$ cat config.mk
export PLATFORM = sky130hd
export DESIGN_NAME = pixel_unpack
export DESIGN_NICKNAME = d
export VERILOG_FILES = /design/src/rtl/pixel_unpack_pkg.sv /design/src/rtl/pixel_unpack_ctrl.sv /design/src/rtl/pixel_unpack_dp.sv /design/src/rtl/pixel_unpack.sv
export SDC_FILE = /design/constraint.sdc
export NUM_CORES = 1
export LEC_CHECK = 0
export ABC_CLOCK_PERIOD_IN_PS = 3100
export BUFFER_PORTS_ARGS = -buffer_cell sky130_fd_sc_hd__buf_4
export CORE_AREA = 10 10 56 58
export CTS_CLUSTER_DIAMETER = 120
export DETAILED_ROUTE_END_ITERATION = 12
export DIE_AREA = 0 0 66 68
export GPL_TIMING_DRIVEN = 0
export PLACE_DENSITY = 0.79
export SYNTH_ARGS = -nofsm -noshare
export SYNTH_HDL_FRONTEND = slang
export SYNTH_SLANG_ARGS = --single-unit
$ cat constraint.sdc
create_clock -name clk -period 3.1 [get_ports clk]
set_input_delay 0 -clock clk [delete_from_list [all_inputs] [get_ports clk]]
set_output_delay 0 -clock clk [all_outputs]
set_load 0.01 [all_outputs]
$ cat src/rtl/pixel_unpack_pkg.sv
package pixel_unpack_pkg;
  localparam int BYTE_W  = 8;
  localparam int IDX_W   = 3;
  localparam int VAL_W   = 4;
  localparam int COLOR_W = 3;

  typedef struct packed {
    logic             load;    // take a new byte this edge
    logic             emit;    // a pixel is on screen
    logic [IDX_W-1:0] pixIdx;  // which pixel of the held byte
  } strobes_t;
endpackage

$ cat src/rtl/pixel_unpack_ctrl.sv
module pixel_unpack_ctrl
  import pixel_unpack_pkg::*;
#(
  parameter int HOLD_W = 3
) (
  input  logic       clk,
  input  logic       rstN,
  input  logic [1:0] depthSel,
  input  logic [1:0] scaleSel,
  input  logic       byteReady,
  output strobes_t   strobes,
  output logic       busy
);
  logic [HOLD_W-1:0] holdCnt;
  logic [HOLD_W-1:0] holdReload;
  logic [IDX_W-1:0]  pixIdx;
  logic [IDX_W-1:0]  lastIdx;
  logic [HOLD_W-1:0] newReload;
  logic [IDX_W-1:0]  newLast;
  logic              loadNow;

  assign loadNow = !busy && byteReady;

  always_comb begin
    case (scaleSel)
      2'b00:   newReload = HOLD_W'(0);
      2'b01:   newReload = HOLD_W'(1);
      default: newReload = HOLD_W'(3);
    endcase
    case (depthSel)
      2'b00:   newLast = IDX_W'(7);
      2'b01:   newLast = IDX_W'(3);
      default: newLast = IDX_W'(1);
    endcase
  end

  always_ff @(posedge clk or negedge rstN) begin
    if (!rstN) begin
      busy       <= 1'b0;
      holdCnt    <= '0;
      holdReload <= '0;
      pixIdx     <= '0;
      lastIdx    <= '0;
    end else if (loadNow) begin
      busy       <= 1'b1;
      holdCnt    <= newReload;
      holdReload <= newReload;
      pixIdx     <= '0;
      lastIdx    <= newLast;
    end else if (busy) begin
      if (holdCnt == '0) begin
        holdCnt <= holdReload;
        if (pixIdx == lastIdx) busy <= 1'b0;
        else                   pixIdx <= pixIdx + 1'b1;
      end else begin
        holdCnt <= holdCnt - 1'b1;
      end
    end
  end

  assign strobes.load   = loadNow;
  assign strobes.emit   = busy;
  assign strobes.pixIdx = pixIdx;
endmodule

$ cat src/rtl/pixel_unpack_dp.sv
module pixel_unpack_dp
  import pixel_unpack_pkg::*;
#(
  parameter int PAL_SIZE = 16
) (
  input  logic               clk,
  input  logic               rstN,
  input  strobes_t           strobes,
  input  logic [1:0]         depthSel,
  input  logic [BYTE_W-1:0]  pixByte,
  input  logic               blankReq,
  output logic [COLOR_W-1:0] rgbOut
);
  localparam int PAL_WRAP = 1 << COLOR_W;

  logic [BYTE_W-1:0]  byteReg;
  logic [1:0]         depthLat;
  logic [VAL_W-1:0]   pixVal;
  logic [COLOR_W-1:0] palette [PAL_SIZE];

  for (genvar i = 0; i < PAL_SIZE; i++) begin : g_pal
    assign palette[i] = COLOR_W'(i % PAL_WRAP);
  end

  always_ff @(posedge clk or negedge rstN) begin
    if (!rstN) begin
      byteReg  <= '0;
      depthLat <= '0;
    end else if (strobes.load) begin
      byteReg  <= pixByte;
      depthLat <= depthSel;
    end
  end

  always_comb begin
    int i;
    pixVal = '0;
    case (depthLat)
      2'b00: begin
        i = int'(strobes.pixIdx);
        pixVal = {3'b000, byteReg[7 - i]};
      end
      2'b01: begin
        i = int'(strobes.pixIdx[1:0]);
        pixVal = {2'b00, byteReg[7 - i], byteReg[3 - i]};
      end
      default: begin
        i = int'(strobes.pixIdx[0]);
        pixVal = {byteReg[7 - i], byteReg[5 - i], byteReg[3 - i], byteReg[1 - i]};
      end
    endcase
  end

  assign rgbOut = (strobes.emit && !blankReq) ? palette[pixVal] : '0;
endmodule

$ cat src/rtl/pixel_unpack.sv
module pixel_unpack
  import pixel_unpack_pkg::*;
(
  input  logic       clk,
  input  logic       rstN,
  input  logic [1:0] depthSel,
  input  logic [1:0] scaleSel,
  input  logic [7:0] pixByte,
  input  logic       byteReady,
  input  logic       blankReq,
  output logic [2:0] rgbOut,
  output logic       busy
);
  strobes_t strobes;

  pixel_unpack_ctrl #(.HOLD_W(3)) u_ctrl (
    .clk(clk), .rstN(rstN), .depthSel(depthSel), .scaleSel(scaleSel),
    .byteReady(byteReady), .strobes(strobes), .busy(busy)
  );

  pixel_unpack_dp #(.PAL_SIZE(16)) u_dp (
    .clk(clk), .rstN(rstN), .strobes(strobes), .depthSel(depthSel),
    .pixByte(pixByte), .blankReq(blankReq), .rgbOut(rgbOut)
  );
endmodule

Yosys cells after proc, flatten, opt, wreduce, memory -nomap -nowiden --
Memories as Yosys holds them, arrays and structs flattened. Cells that the tools add are included.
Storage, ports and cells: register bits after elaboration 23, latch bits 0, memory bits (writable) 0, bits in read-only memories 48, input bits 16, output and inout bits 4, word-level logic and storage cells 80, memories 1
Memory list:
- (no name shown) | depth 16, bits a word 3, read ports 1, clocked after Yosys merged registers in 0, wr ports 0, line pixel_unpack_dp.sv:54 | assign rgbOut = (strobes.emit && !blankReq) ? palette[pixVal] : '0;
Cells by class: add/subtract/negate cells 9, multipliers 0, div/mod/pow operators 0, order comparisons 8, eq/ne operators 5, shifts and indexed selects 0, mux-type cells 38, bitwise operators 1, reductions and logical operators 11
Operator list (count):
- $lt A32 B5 Y1 const B | 7
- $mux W3 | 10
- $bmux W1 S3 | 7
- $mux W1 | 18
- $pmux W4 S2 | 1
- $sub A3 B1 Y4 const A | 2
- $eq A2 B1 Y1 const B | 3
- $logic_not A2 Y1 | 3
- $pmux W3 S2 | 1
- $ge A5 B5 Y1 const B | 1
- $not A4 Y5 | 1
- $pmux W2 S2 | 1
- $reduce_bool A2 Y1 | 2
- $sub A3 B2 Y4 const A | 1
- $sub A3 B3 Y4 const A | 1
- $add A3 B1 Y3 const B | 1
- $eq A3 B3 Y1 | 1
- $logic_not A3 Y1 | 1
- $reduce_and A3 Y1 | 1
- $sub A2 B1 Y3 const A | 1
- $sub A2 B2 Y3 const A | 1
- $sub A3 B1 Y3 const B | 1
- $logic_and A1 B1 Y1 | 2
- $logic_not A1 Y1 | 2
- other kinds (2) | 2

Longest topological paths before layout --
Gate-level depths: netlist of the first run.
depth in word-level cells 10, gate-level depth with buffers 5, mapped depth without buffers 5

Modules after synthesis --
From an unflattened synthesis of the first run, not the netlist that was laid out.
Unflattened totals: cells, all modules 115, area total of the unflattened synthesis 1260.0 um2
Modules (own cells, without submodules):
- pixel_unpack_ctrl | times used 1, cells each 76, area an instance 750.7 um2, sequential area each 300.3 um2
- pixel_unpack_dp | times used 1, cells each 39, area an instance 509.2 um2, sequential area each 250.2 um2

Least setup slack after synthesis of the first run --
OpenSTA, ideal clock, no wires.
kind register to register, start point register u_ctrl.holdCnt[0], end point register u_ctrl.holdCnt[0], data arrival time 1.182 ns, data required time 2.982 ns, slack 1.800 ns, stages on the path, launching flop included 6, path buffers 0, period minus slack after synthesis 1.300 ns, path through dfrtp_1 -> inv_1 -> ha_1 -> nand2b_1 -> mux2_2 -> a21o_1
On the way: longest elaborated chain between the ends 4
RTL lines:
- from (decl) | line pixel_unpack_ctrl.sv:14 | logic [HOLD_W-1:0] holdCnt;
- from (signal assigned) | line pixel_unpack_ctrl.sv:46 | holdCnt <= newReload;
- from (signal assigned) | line pixel_unpack_ctrl.sv:52 | holdCnt <= holdReload;
- from (signal assigned) | line pixel_unpack_ctrl.sv:56 | holdCnt <= holdCnt - 1'b1;
- $sub A3 B1 Y3 or $logic_not A3 Y1 (tied branches) | line pixel_unpack_ctrl.sv:56, pixel_unpack_ctrl.sv:51
- $mux W3 * | line pixel_unpack_ctrl.sv:51 | if (holdCnt == '0) begin
- $mux W3 * | line pixel_unpack_ctrl.sv:50 | end else if (busy) begin
- $mux W3 * | line pixel_unpack_ctrl.sv:44 | end else if (loadNow) begin
Mark *: on every way between the ends. The rest lies on a longest branch, timed or not. The select of a mux whose other input is x is not followed. A chain may end at the register's enable or synchronous reset.

Worst setup path in the final report of the first run --
start point register u_ctrl.pixIdx[0], end point output port rgbOut[0]
On the way: longest elaborated chain between the ends 10
RTL lines:
- from (decl) | line pixel_unpack_ctrl.sv:16 | logic [IDX_W-1:0] pixIdx;
- from (signal assigned) | line pixel_unpack_ctrl.sv:54 | else pixIdx <= pixIdx + 1'b1;
- $sub A3 B3 Y4, or another cell as far along | line pixel_unpack_dp.sv:41 | pixVal = {3'b000, byteReg[7 - i]};
- $bmux W1 S3 (on tied branches) | line pixel_unpack_dp.sv:41, pixel_unpack_dp.sv:45, pixel_unpack_dp.sv:49
- $mux W1 (on tied branches) (2 in series) | line pixel_unpack_dp.sv:41, pixel_unpack_dp.sv:45, pixel_unpack_dp.sv:49
- $pmux W4 S2 * | line pixel_unpack_dp.sv:38 | case (depthLat)
- $not A4 Y5 (not written as such) * | line pixel_unpack_dp.sv:54
- $mem_v2 Z16 W3 *
- $mux W3 (not written as such) * (2 in series) | line pixel_unpack_dp.sv:54
- $mux W3 * | line pixel_unpack_dp.sv:54
- to (decl) | line pixel_unpack.sv:11 | output logic [2:0] rgbOut,
Marked as above.

==> results of run 1 <==
[worst max-delay path, cell delays in order (launching register included)]
cell	delay, ns
dfrtp_1	0.40
buf_6	0.15
mux2_2	0.36
a221oi_2	0.24
a211oi_1	0.10
buf_4	0.15
[logic make-up (layout without fill, tap and decap cells)]
kind of cell,Yosys count,count (layout),share of synthesized area
mux,21,21,0.208
buf+inv,9,45,0.0444
simple gates,23,23,0.0997
compound gates,16,16,0.109
fa+ha+maj,3,3,0.0325
xor+xnor,3,3,0.0293
flops,22,22,0.477
[cell usage after synthesis]
cell      number
dfrtp_1       22
mux2_2        14
nand2_1        8
mux2i_1        6
nor2_1         6
inv_1          5
a211oi_1       3
a21oi_1        3
ha_1           3
nand2b_1       3
buf_2          2
buf_6          2
nor3_1         2
o21ai_0        2
xor2_1         2
a21o_1         1
a221oi_2       1
a32o_1         1
and3b_1        1
mux4_2         1
nand2b_4       1
nand3_1        1
nor2b_1        1
o21a_1         1
o21ba_2        1
o311ai_1       1
o31ai_1        1
o31ai_2        1
xor2_2         1
[registers in the layout, summed over array words and instances, names as in the netlist]
signal             count
u_dp.byteReg           8
u_ctrl.holdCnt         3
u_ctrl.lastIdx         3
u_ctrl.pixIdx          3
u_ctrl.holdReload      2
u_dp.depthLat          2
u_ctrl.busy            1
[what timing repair did]
item	in CTS	in global routing
hold buffers	13	0
setup endpoints to repair	0	0
hold endpoints to repair	37	0
[stage by stage]
step / total power (uW) / setup WS [ns]
6_report: 1370 / 1.36
5_1_grt: 1490 / 1.24
4_1_cts: 1370 / 1.36
3_5_place_dp: 1200 / 1.71
3_3_place_gp: 1160 / 1.75
2_1_floorplan: 1030 / 1.80
[how the worst max path moves through the flow]
stage                             end  cells after the start
global placement    u_ctrl.holdCnt[0]                      5
CTS                         rgbOut[0]                      5
detailed placement  u_ctrl.holdCnt[0]                      5
finish                      rgbOut[0]                      5
global route                rgbOut[0]                      5
floorplan           u_ctrl.holdCnt[0]                      5
[metal layers]
metal | track usage | wire length, um | vias to the layer above
met5 | 0 | 0 | -
met4 | 0.0707 | 51 | 0
met3 | 0.0489 | 166 | 5
met2 | 0.222 | 1330 | 19
met1 | 0.125 | 958 | 417
li1 | - | - | 413
[power groups by stage]
stage	clock (uW)	combinational (uW)	sequential, uW
after floorplan	0	515	513
after global placement	0	622	534
after detailed placement	0	650	546
after CTS	170	665	539
after global routing	183	744	562
final	165	665	543
[final cells by class]
type	count	area (um2)
repair buffers	32	273
fillers	150	607
multi-input cells	66	553
inverters	5	18.8
well taps	28	35.0
clock buffers	4	36.3
flip-flops and latches	22	551
plain buffers	4	32.5
==> results.py, run 1 <==
metrics = {
    "outcome": {
        "status": "finished, final reports clean",
    },
    "route": {
        "post_drt_wl_per_cell_um": 15.6,
        "wirelength_mm": 2.51,
        "drtIter0Drc": 27,
        "drc": 0,
        "vias_per_cell": 5.30,
        "vias": 854,
        "ant_nets": 0,
        "drt-pass1-iter-count": 4,
    },
    "yosys": {
        "yosysUniqueCellTypes": 29,
        "ys_seq_area_frac": 0.477,
        "synth.top_cell.area_share": 0.477,
        "postSynthAreaPerCell_um2": 11.9,
        "syn_area_um2": 1150,
        "synth.top_cells.by_area": "dfrtp_1 48%, mux2_2 14%, mux2i_1 5.2%",
        "yosys_register_bits": 22,
        "synthCells": 97,
        "synth_nets": 116,
        "yosys.area.top_type": "dfrtp_1",
        "ys_warn_count": 0,
    },
    "place": {
        "place_inst": 144,
        "port_buffers": 19,
        "gp_congestion": 0.724,
        "place_area_um2": 1330,
        "hpwl_mm": 1.70,
    },
    "pwr": {
        "switchingPower_uw": 513,
        "swShare": 0.373,
        "power_frac_seq": 0.396,
        "ir_drop_mv": 0.532,
        "internal_power_uw": 861,
        "clockPowerShare": 0.120,
        "combPwrFrac": 0.484,
        "leakagePower_uw": 0.000729,
        "powerDensity_nw_per_um2": 916,
    },
    "worst_setup_path": {
        "cp-startpoint": "u_ctrl.pixIdx[0]",
        "r2r_cells": 5,
        "cp-end-kind": "output pin",
        "cp.arrival_ns": 1.74,
        "crit_type": "reg2out",
        "start_kind": "flop",
        "r2r_start": "u_ctrl.holdCnt[0]",
        "required_ns": 3.10,
        "crit_path_max_fanout": 7,
        "reg2reg_to": "u_ctrl.holdCnt[0]",
        "ff2ff_setup_slack_ns": 1.69,
    },
    "timing": {
        "holdWs_ns": 0.000893,
        "clock.fmax_mhz": 575,
        "setup_viol": 0,
        "rsz0062_at_grt": "false",
        "clock_skew_ns": 0.00120,
        "fin_setup_tns_ns": 0,
        "maxSlewHeadroom": 0.795,
        "finalCritPeriodShare": 0.561,
        "min_period_ns": 1.74,
        "drv_slew": 0,
        "finalHoldViolations": 0,
        "worstMarginPinSlew_ns": 0.306,
    },
    "clock_tree": {
        "clk_path_buf_depth": 2,
        "ctsResizeCount": 0,
        "cts.clk_slew.worst_paths_ns": 0.12,
        "cts_buffers": 3,
        "cts_tree": "yes",
        "cts.sinks": 22,
        "cts-root-buf": "clkbuf_4",
        "cts_setup_buffers": 0,
        "htree_num_levels": 1,
        "clk_latency_ns": 0.32,
    },
    "die": {
        "core_area_um2": 2110,
        "rows": 17,
        "chipWidth_um": 66,
        "die-area_um2": 4490,
        "ioPinCount": 20,
        "start_util": 0.548,
        "die-height_um": 68,
    },
    "hold_path": {
        "worstHoldStart": "scaleSel[0]",
        "hold_depth": 3,
        "min_to": "u_ctrl.holdReload[0]",
        "holdCritPathClass": "in2reg",
    },
    "final_layout": {
        "fin_nets": 153,
        "instances_no_fill": 161,
        "final_common_cell": "dfrtp_1",
        "final_layout_size_suffix_gt1_frac": 0.353,
        "final_cell_area_um2": 1500,
        "finalCoreUtilization": 0.712,
        "most-common-layout-cells": "22 x dfrtp_1, 19 x buf_4, 14 x mux2_2",
        "n_antenna_cell": 0,
        "area_delta_synth_final_pct": 29.8,
    },
    "global_routing": {
        "grt_start_max_net_pins": 23,
        "grt_pass1_wl_mm": 4.29,
        "antenna_found_initial": 0,
        "grt_pass1_vias": 946,
        "grt.overflow.total": 0,
        "grt_usage": 0.126,
    },
    "job": {
        "maxCapViolCount": 0,
    },
}
Note: power is estimated with default switching activity, not from simulation.
==> inputs of run 2 (changes only) <==
--- a/config.mk
+++ b/config.mk
@@ -5,14 +5,14 @@
 export SDC_FILE = /design/constraint.sdc
 export NUM_CORES = 1
 export LEC_CHECK = 0
-export ABC_CLOCK_PERIOD_IN_PS = 3100
+export ABC_CLOCK_PERIOD_IN_PS = 1700
 export BUFFER_PORTS_ARGS = -buffer_cell sky130_fd_sc_hd__buf_4
-export CORE_AREA = 10 10 56 58
+export CORE_AREA = 10 10 58 60
 export CTS_CLUSTER_DIAMETER = 120
 export DETAILED_ROUTE_END_ITERATION = 12
-export DIE_AREA = 0 0 66 68
+export DIE_AREA = 0 0 68 70
 export GPL_TIMING_DRIVEN = 0
-export PLACE_DENSITY = 0.79
+export PLACE_DENSITY = 0.74
 export SYNTH_ARGS = -nofsm -noshare
 export SYNTH_HDL_FRONTEND = slang
 export SYNTH_SLANG_ARGS = --single-unit
==> constraint.sdc (replaced) <==
create_clock -name clk -period 1.7 [get_ports clk]
set_input_delay 0 -clock clk [delete_from_list [all_inputs] [get_ports clk]]
set_output_delay 0 -clock clk [all_outputs]
set_load 0.01 [all_outputs]
==> run 2 against run 1 <==
Net effect: the run now ends with setup timing left; hold slack improved by 0.018 ns; setup slack worse by 1.4 ns; routed wire length fell by 3.0%; core utilization shrank 4.1 points; sequential power increased by 82%; combinational power is 110% higher; clock power increased by 79%; non-clock buffer count up 5; critical endpoint unchanged.
==> results.py, run 2 (same netlist as run 1, synthesis figures left out) <==
metrics = {
    "die": {
        "rows": 18,
        "die-area_um2": 4760,
        "chipWidth_um": 68,
        "ioPinCount": 20,
        "start_util": 0.493,
        "core_area_um2": 2340,
        "die-height_um": 70,
    },
    "final_layout": {
        "final_layout_size_suffix_gt1_frac": 0.399,
        "instances_no_fill": 168,
        "fin_nets": 158,
        "n_antenna_cell": 0,
        "finalCoreUtilization": 0.671,
        "area_delta_synth_final_pct": 36.1,
        "fillers": 179,
        "final_common_cell": "buf_4",
        "largest_reg_flops": 8,
        "most-common-layout-cells": "24 x buf_4, 22 x dfrtp_1, 13 x dlygate4sd3_1",
        "regMostFlops": "u_dp.byteReg",
        "multi_input_area_um2": 586,
        "final-seq-area_um2": 551,
    },
    "clock_tree": {
        "clk_path_buf_depth": 2,
        "cts.sinks": 22,
        "htree_num_levels": 1,
        "cts_buffers": 3,
        "clk_latency_ns": 0.31,
        "cts_tree": "yes",
        "cts-root-buf": "clkbuf_4",
        "cts.clk_slew.worst_paths_ns": 0.14,
    },
    "timing": {
        "drv_slew": 0,
        "maxSlewHeadroom": 0.788,
        "setup_ws_ns": -0.0218,
        "rsz0062_at_grt": "true",
        "clock_skew_ns": 0.0104,
        "finalCritPeriodShare": 1.01,
        "holdWs_ns": 0.0185,
        "setup_viol": 1,
        "min_period_ns": 1.72,
        "finalHoldViolations": 0,
        "fin_setup_tns_ns": -0.0218,
        "clock.fmax_mhz": 581,
        "worstMarginPinSlew_ns": 0.316,
    },
    "route": {
        "wirelength_mm": 2.43,
        "drtIter0Drc": 10,
        "post_drt_wl_per_cell_um": 14.5,
        "drc": 0,
        "vias_per_cell": 5.24,
        "ant_nets": 0,
        "vias": 881,
        "drt-pass1-iter-count": 4,
    },
    "worst_setup_path": {
        "path_cells": "buf_6 > mux2_4 > a221oi_4 > a211oi_2 > buf_4",
        "cp-startpoint": "u_ctrl.pixIdx[0]",
        "start_kind": "flop",
        "r2r_start": "u_ctrl.pixIdx[0]",
        "crit_buf_inv": 2,
        "crit_path_max_fanout": 5,
        "crit_type": "reg2out",
        "cp-end-kind": "output pin",
        "slowest_stage": "dfrtp_1",
        "ff2ff_setup_slack_ns": 0.18,
        "crit_family": "flip-flops",
        "required_ns": 1.70,
        "critical-path-max-stage-delay_ns": 0.41,
        "cp.arrival_ns": 1.72,
    },
    "pwr": {
        "ir_drop_mv": 1.12,
        "power.total_uw": 2700,
        "leakagePower_uw": 0.000764,
        "powerDensity_nw_per_um2": 1720,
    },
    "global_routing": {
        "antenna_found_initial": 0,
        "grt_usage": 0.110,
        "grt_pass1_vias": 923,
        "grt_pass1_wl_mm": 4.20,
        "grt_start_max_net_pins": 23,
        "grt.overflow.total": 0,
    },
    "job": {
        "maxCapViolCount": 0,
    },
    "outcome": {
        "status": "finished, violations left",
        "failed_checks": "setup timing",
    },
    "place": {
        "gp_congestion": 0.784,
        "port_buffers": 19,
        "hpwl_mm": 1.68,
        "place_inst": 146,
    },
    "hold_path": {
        "worstHoldStart": "byteReady",
        "holdCritPathClass": "in2reg",
    },
}
## run 2: worst reg2reg max path, delay by kind of cell, from the launching register on
family,cells,cell delay [ns]
XOR/XNOR,1,0.16
buffers and inverters,2,0.29
flip-flops,1,0.41
AO/OA/AOI/OAI,1,0.36
multiplexers,1,0.23
## run 2: what timing repair did
action | in CTS | in global routing
endpoints found under the setup margin | 1 | 2
pin swaps | 0 | 3
resized for setup | 0 | 6
buffers inserted | 2 | 3
hold buffers | 13 | 0
endpoints found under the hold margin | 37 | 0
## run 2: routing by layer
layer	vias to the layer above	wire length, um	share of wire	global-route usage
li1	423	-	-	-
met1	438	1070	0.44	0.125
met2	16	1200	0.49	0.181
met3	4	130	0.053	0.0431
met4	0	29	0.012	0.0336
met5	-	0	0	0
## run 2: power by group
group | switching, uW | internal, uW | leakage [uW] | total, uW
clock | 165 | 130 | 0.0000210 | 296
sequential | 205 | 780 | 0.000263 | 986
combinational | 628 | 787 | 0.000481 | 1410
## run 2: area by class of cell
class | instances | area share
multi-input combinational | 66 | 0.373
tap | 30 | 0.0239
timing repair buffer | 37 | 0.197
buffer | 4 | 0.0207
clock buffer | 4 | 0.0231
sequential | 22 | 0.350
inverter | 5 | 0.0119
## run 2: path summary, 6_finish.rpt
kind                                        end  depth (start not counted)
max in group asynchronous       u_dp.byteReg[5]                          2
min in group asynchronous      u_ctrl.pixIdx[2]                          2
min reg2reg                u_ctrl.holdReload[0]                          2
min                                 u_ctrl.busy                          3
max reg2reg                    u_ctrl.pixIdx[1]                          5
max                                   rgbOut[0]                          5
## run 2: stage by stage
step | setup WS [ns] | cell area [um2]
6_report | -0.0218 | 1570
5_1_grt | -0.107 | 1570
4_1_cts | -0.0153 | 1520
3_5_place_dp | 0.307 | 1340
3_3_place_gp | 0.350 | 1340
2_1_floorplan | 0.400 | 1150
==> inputs of run 3 (changes only) <==
==> constraint.sdc (replaced) <==
create_clock -name clk -period 1.7 [get_ports clk]
set_input_delay 0.425 -clock clk [delete_from_list [all_inputs] [get_ports clk]]
set_output_delay 0.425 -clock clk [all_outputs]
set_load 0.01 [all_outputs]
==> run 3 against run 2 <==
Net effect: the run still ends with setup timing left; design area shrank 7.2%; via count down 6.1%; final cell count down 7.1%; sequential share of layout area grew 2.7 points; core utilization fell by 4.9 points; clock skew decreased by 0.0058 ns; routed wire length fell by 6.1%; non-clock buffer count fell by 12; clock power decreased by 4%; global-route usage fell by 0.85 points; combinational power about the same; largest power group unchanged.
==> results.py, run 3 (same netlist as run 1, synthesis figures left out) <==
metrics = {
    "final_layout": {
        "final_common_cell": "buf_4",
        "n_antenna_cell": 0,
        "fillers": 200,
        "final-seq-area_um2": 551,
        "regMostFlops": "u_dp.byteReg",
        "most-common-layout-cells": "24 x buf_4, 22 x dfrtp_1, 12 x mux2_2",
        "multi_input_area_um2": 586,
        "final_cell_area_um2": 1460,
        "final_layout_size_suffix_gt1_frac": 0.437,
        "fin_nets": 146,
        "finalCoreUtilization": 0.622,
        "largest_reg_flops": 8,
        "area_delta_synth_final_pct": 26.2,
        "instances_no_fill": 156,
    },
    "timing": {
        "setup_ws_ns": -0.440,
        "maxSlewHeadroom": 0.788,
        "drv_slew": 0,
        "min_period_ns": 2.14,
        "finalCritPeriodShare": 1.26,
        "setup_viol": 3,
        "clock_skew_ns": 0.00462,
        "finalHoldViolations": 0,
        "worstMarginPinSlew_ns": 0.316,
        "clock.fmax_mhz": 467,
        "rsz0062_at_grt": "true",
        "fin_setup_tns_ns": -0.907,
    },
    "job": {
        "maxCapViolCount": 0,
    },
    "worst_setup_path": {
        "required_ns": 1.27,
        "cp.arrival_ns": 1.72,
        "crit_type": "reg2out",
        "crit_path_max_fanout": 5,
        "start_kind": "flop",
        "ff2ff_setup_slack_ns": 0.19,
        "cp-end-kind": "output pin",
    },
    "global_routing": {
        "antenna_found_initial": 0,
        "grt_usage": 0.101,
        "grt_pass1_vias": 891,
        "grt.overflow.total": 0,
        "grt_start_max_net_pins": 23,
        "grt_pass1_wl_mm": 3.87,
    },
    "clock_tree": {
        "clk_path_buf_depth": 2,
        "cts_buffers": 3,
        "cts_tree": "yes",
        "cts.clk_slew.worst_paths_ns": 0.12,
        "cts.sinks": 22,
        "htree_num_levels": 1,
        "cts-root-buf": "clkbuf_4",
        "clk_latency_ns": 0.30,
    },
    "die": {
        "core_area_um2": 2340,
        "start_util": 0.493,
        "chipWidth_um": 68,
        "ioPinCount": 20,
        "rows": 18,
        "die-area_um2": 4760,
        "die-height_um": 70,
    },
    "route": {
        "post_drt_wl_per_cell_um": 14.6,
        "drt-pass1-iter-count": 4,
        "drtIter0Drc": 9,
        "vias": 827,
        "vias_per_cell": 5.30,
        "drc": 0,
        "ant_nets": 0,
        "wirelength_mm": 2.28,
    },
    "place": {
        "place_inst": 146,
        "place_area_um2": 1340,
        "gp_congestion": 0.784,
        "port_buffers": 19,
        "hpwl_mm": 1.68,
    },
    "pwr": {
        "ir_drop_mv": 1.09,
        "powerDensity_nw_per_um2": 1830,
        "leakagePower_uw": 0.000718,
    },
    "hold_path": {
        "holdCritPathClass": "in2reg",
    },
    "outcome": {
        "status": "finished, violations left",
        "failed_checks": "setup timing",
    },
}
run 3: path summary, 6_finish.rpt:
check,start,to,cells past startpoint
worst max-delay path,u_ctrl.pixIdx[0],rgbOut[0],5
worst min-delay path,depthSel[0],u_ctrl.lastIdx[2],2
worst max register to register,u_ctrl.pixIdx[0],u_ctrl.pixIdx[1],5
worst min register to register,u_ctrl.holdReload[0],u_ctrl.holdReload[0],2
max in group asynchronous,rstN,u_dp.byteReg[6],2
min in group asynchronous,rstN,u_ctrl.lastIdx[2],2
run 3: layout make-up:
| cell class | instances | share of cell area |
|---|---|---|
| tap | 30 | 0.0258 |
| inverter | 5 | 0.0129 |
| sequential | 22 | 0.378 |
| timing repair buffer | 25 | 0.130 |
| buffer | 4 | 0.0266 |
| multi-input combinational | 66 | 0.402 |
| clock buffer | 4 | 0.0249 |
run 3: where the power goes:
part | internal, uW | switching [uW] | total, uW
Clock | 130 | 153 | 284
Sequential | 781 | 206 | 987
Combinational | 778 | 622 | 1400
Total | 1690 | 982 | 2670
run 3: stage by stage:
step	total power [uW]	hold slack, ns	setup WS [ns]
floorplan	1870	0.129	0.0277
global placement	2110	0.329	-0.0751
detailed placement	2170	0.333	-0.118
CTS	2530	0.293	-0.440
global route	2920	0.268	-0.514
finish	2670	0.295	-0.440
run 3: repair_timing:
item,in CTS,in global routing
pin swaps,0,3
endpoints found under the hold margin,22,0
resized for setup,2,6
hold buffers,1,0
setup buffers,2,3
endpoints found under the setup margin,3,3
run 3: critical path: stages (launching register included):
cell,delay (ns)
dfrtp_1,0.41
buf_6,0.14
mux2_4,0.31
a221oi_4,0.30
a211oi_2,0.10
buf_4,0.15
run 3: routing by layer:
metal  global-route usage  wire, um  up-vias
met4               0.0336        40        0
li1                     -         -      399
met5                    0         0        -
met2                0.168      1170       18
met1                0.115       948      404
met3               0.0367       123        6
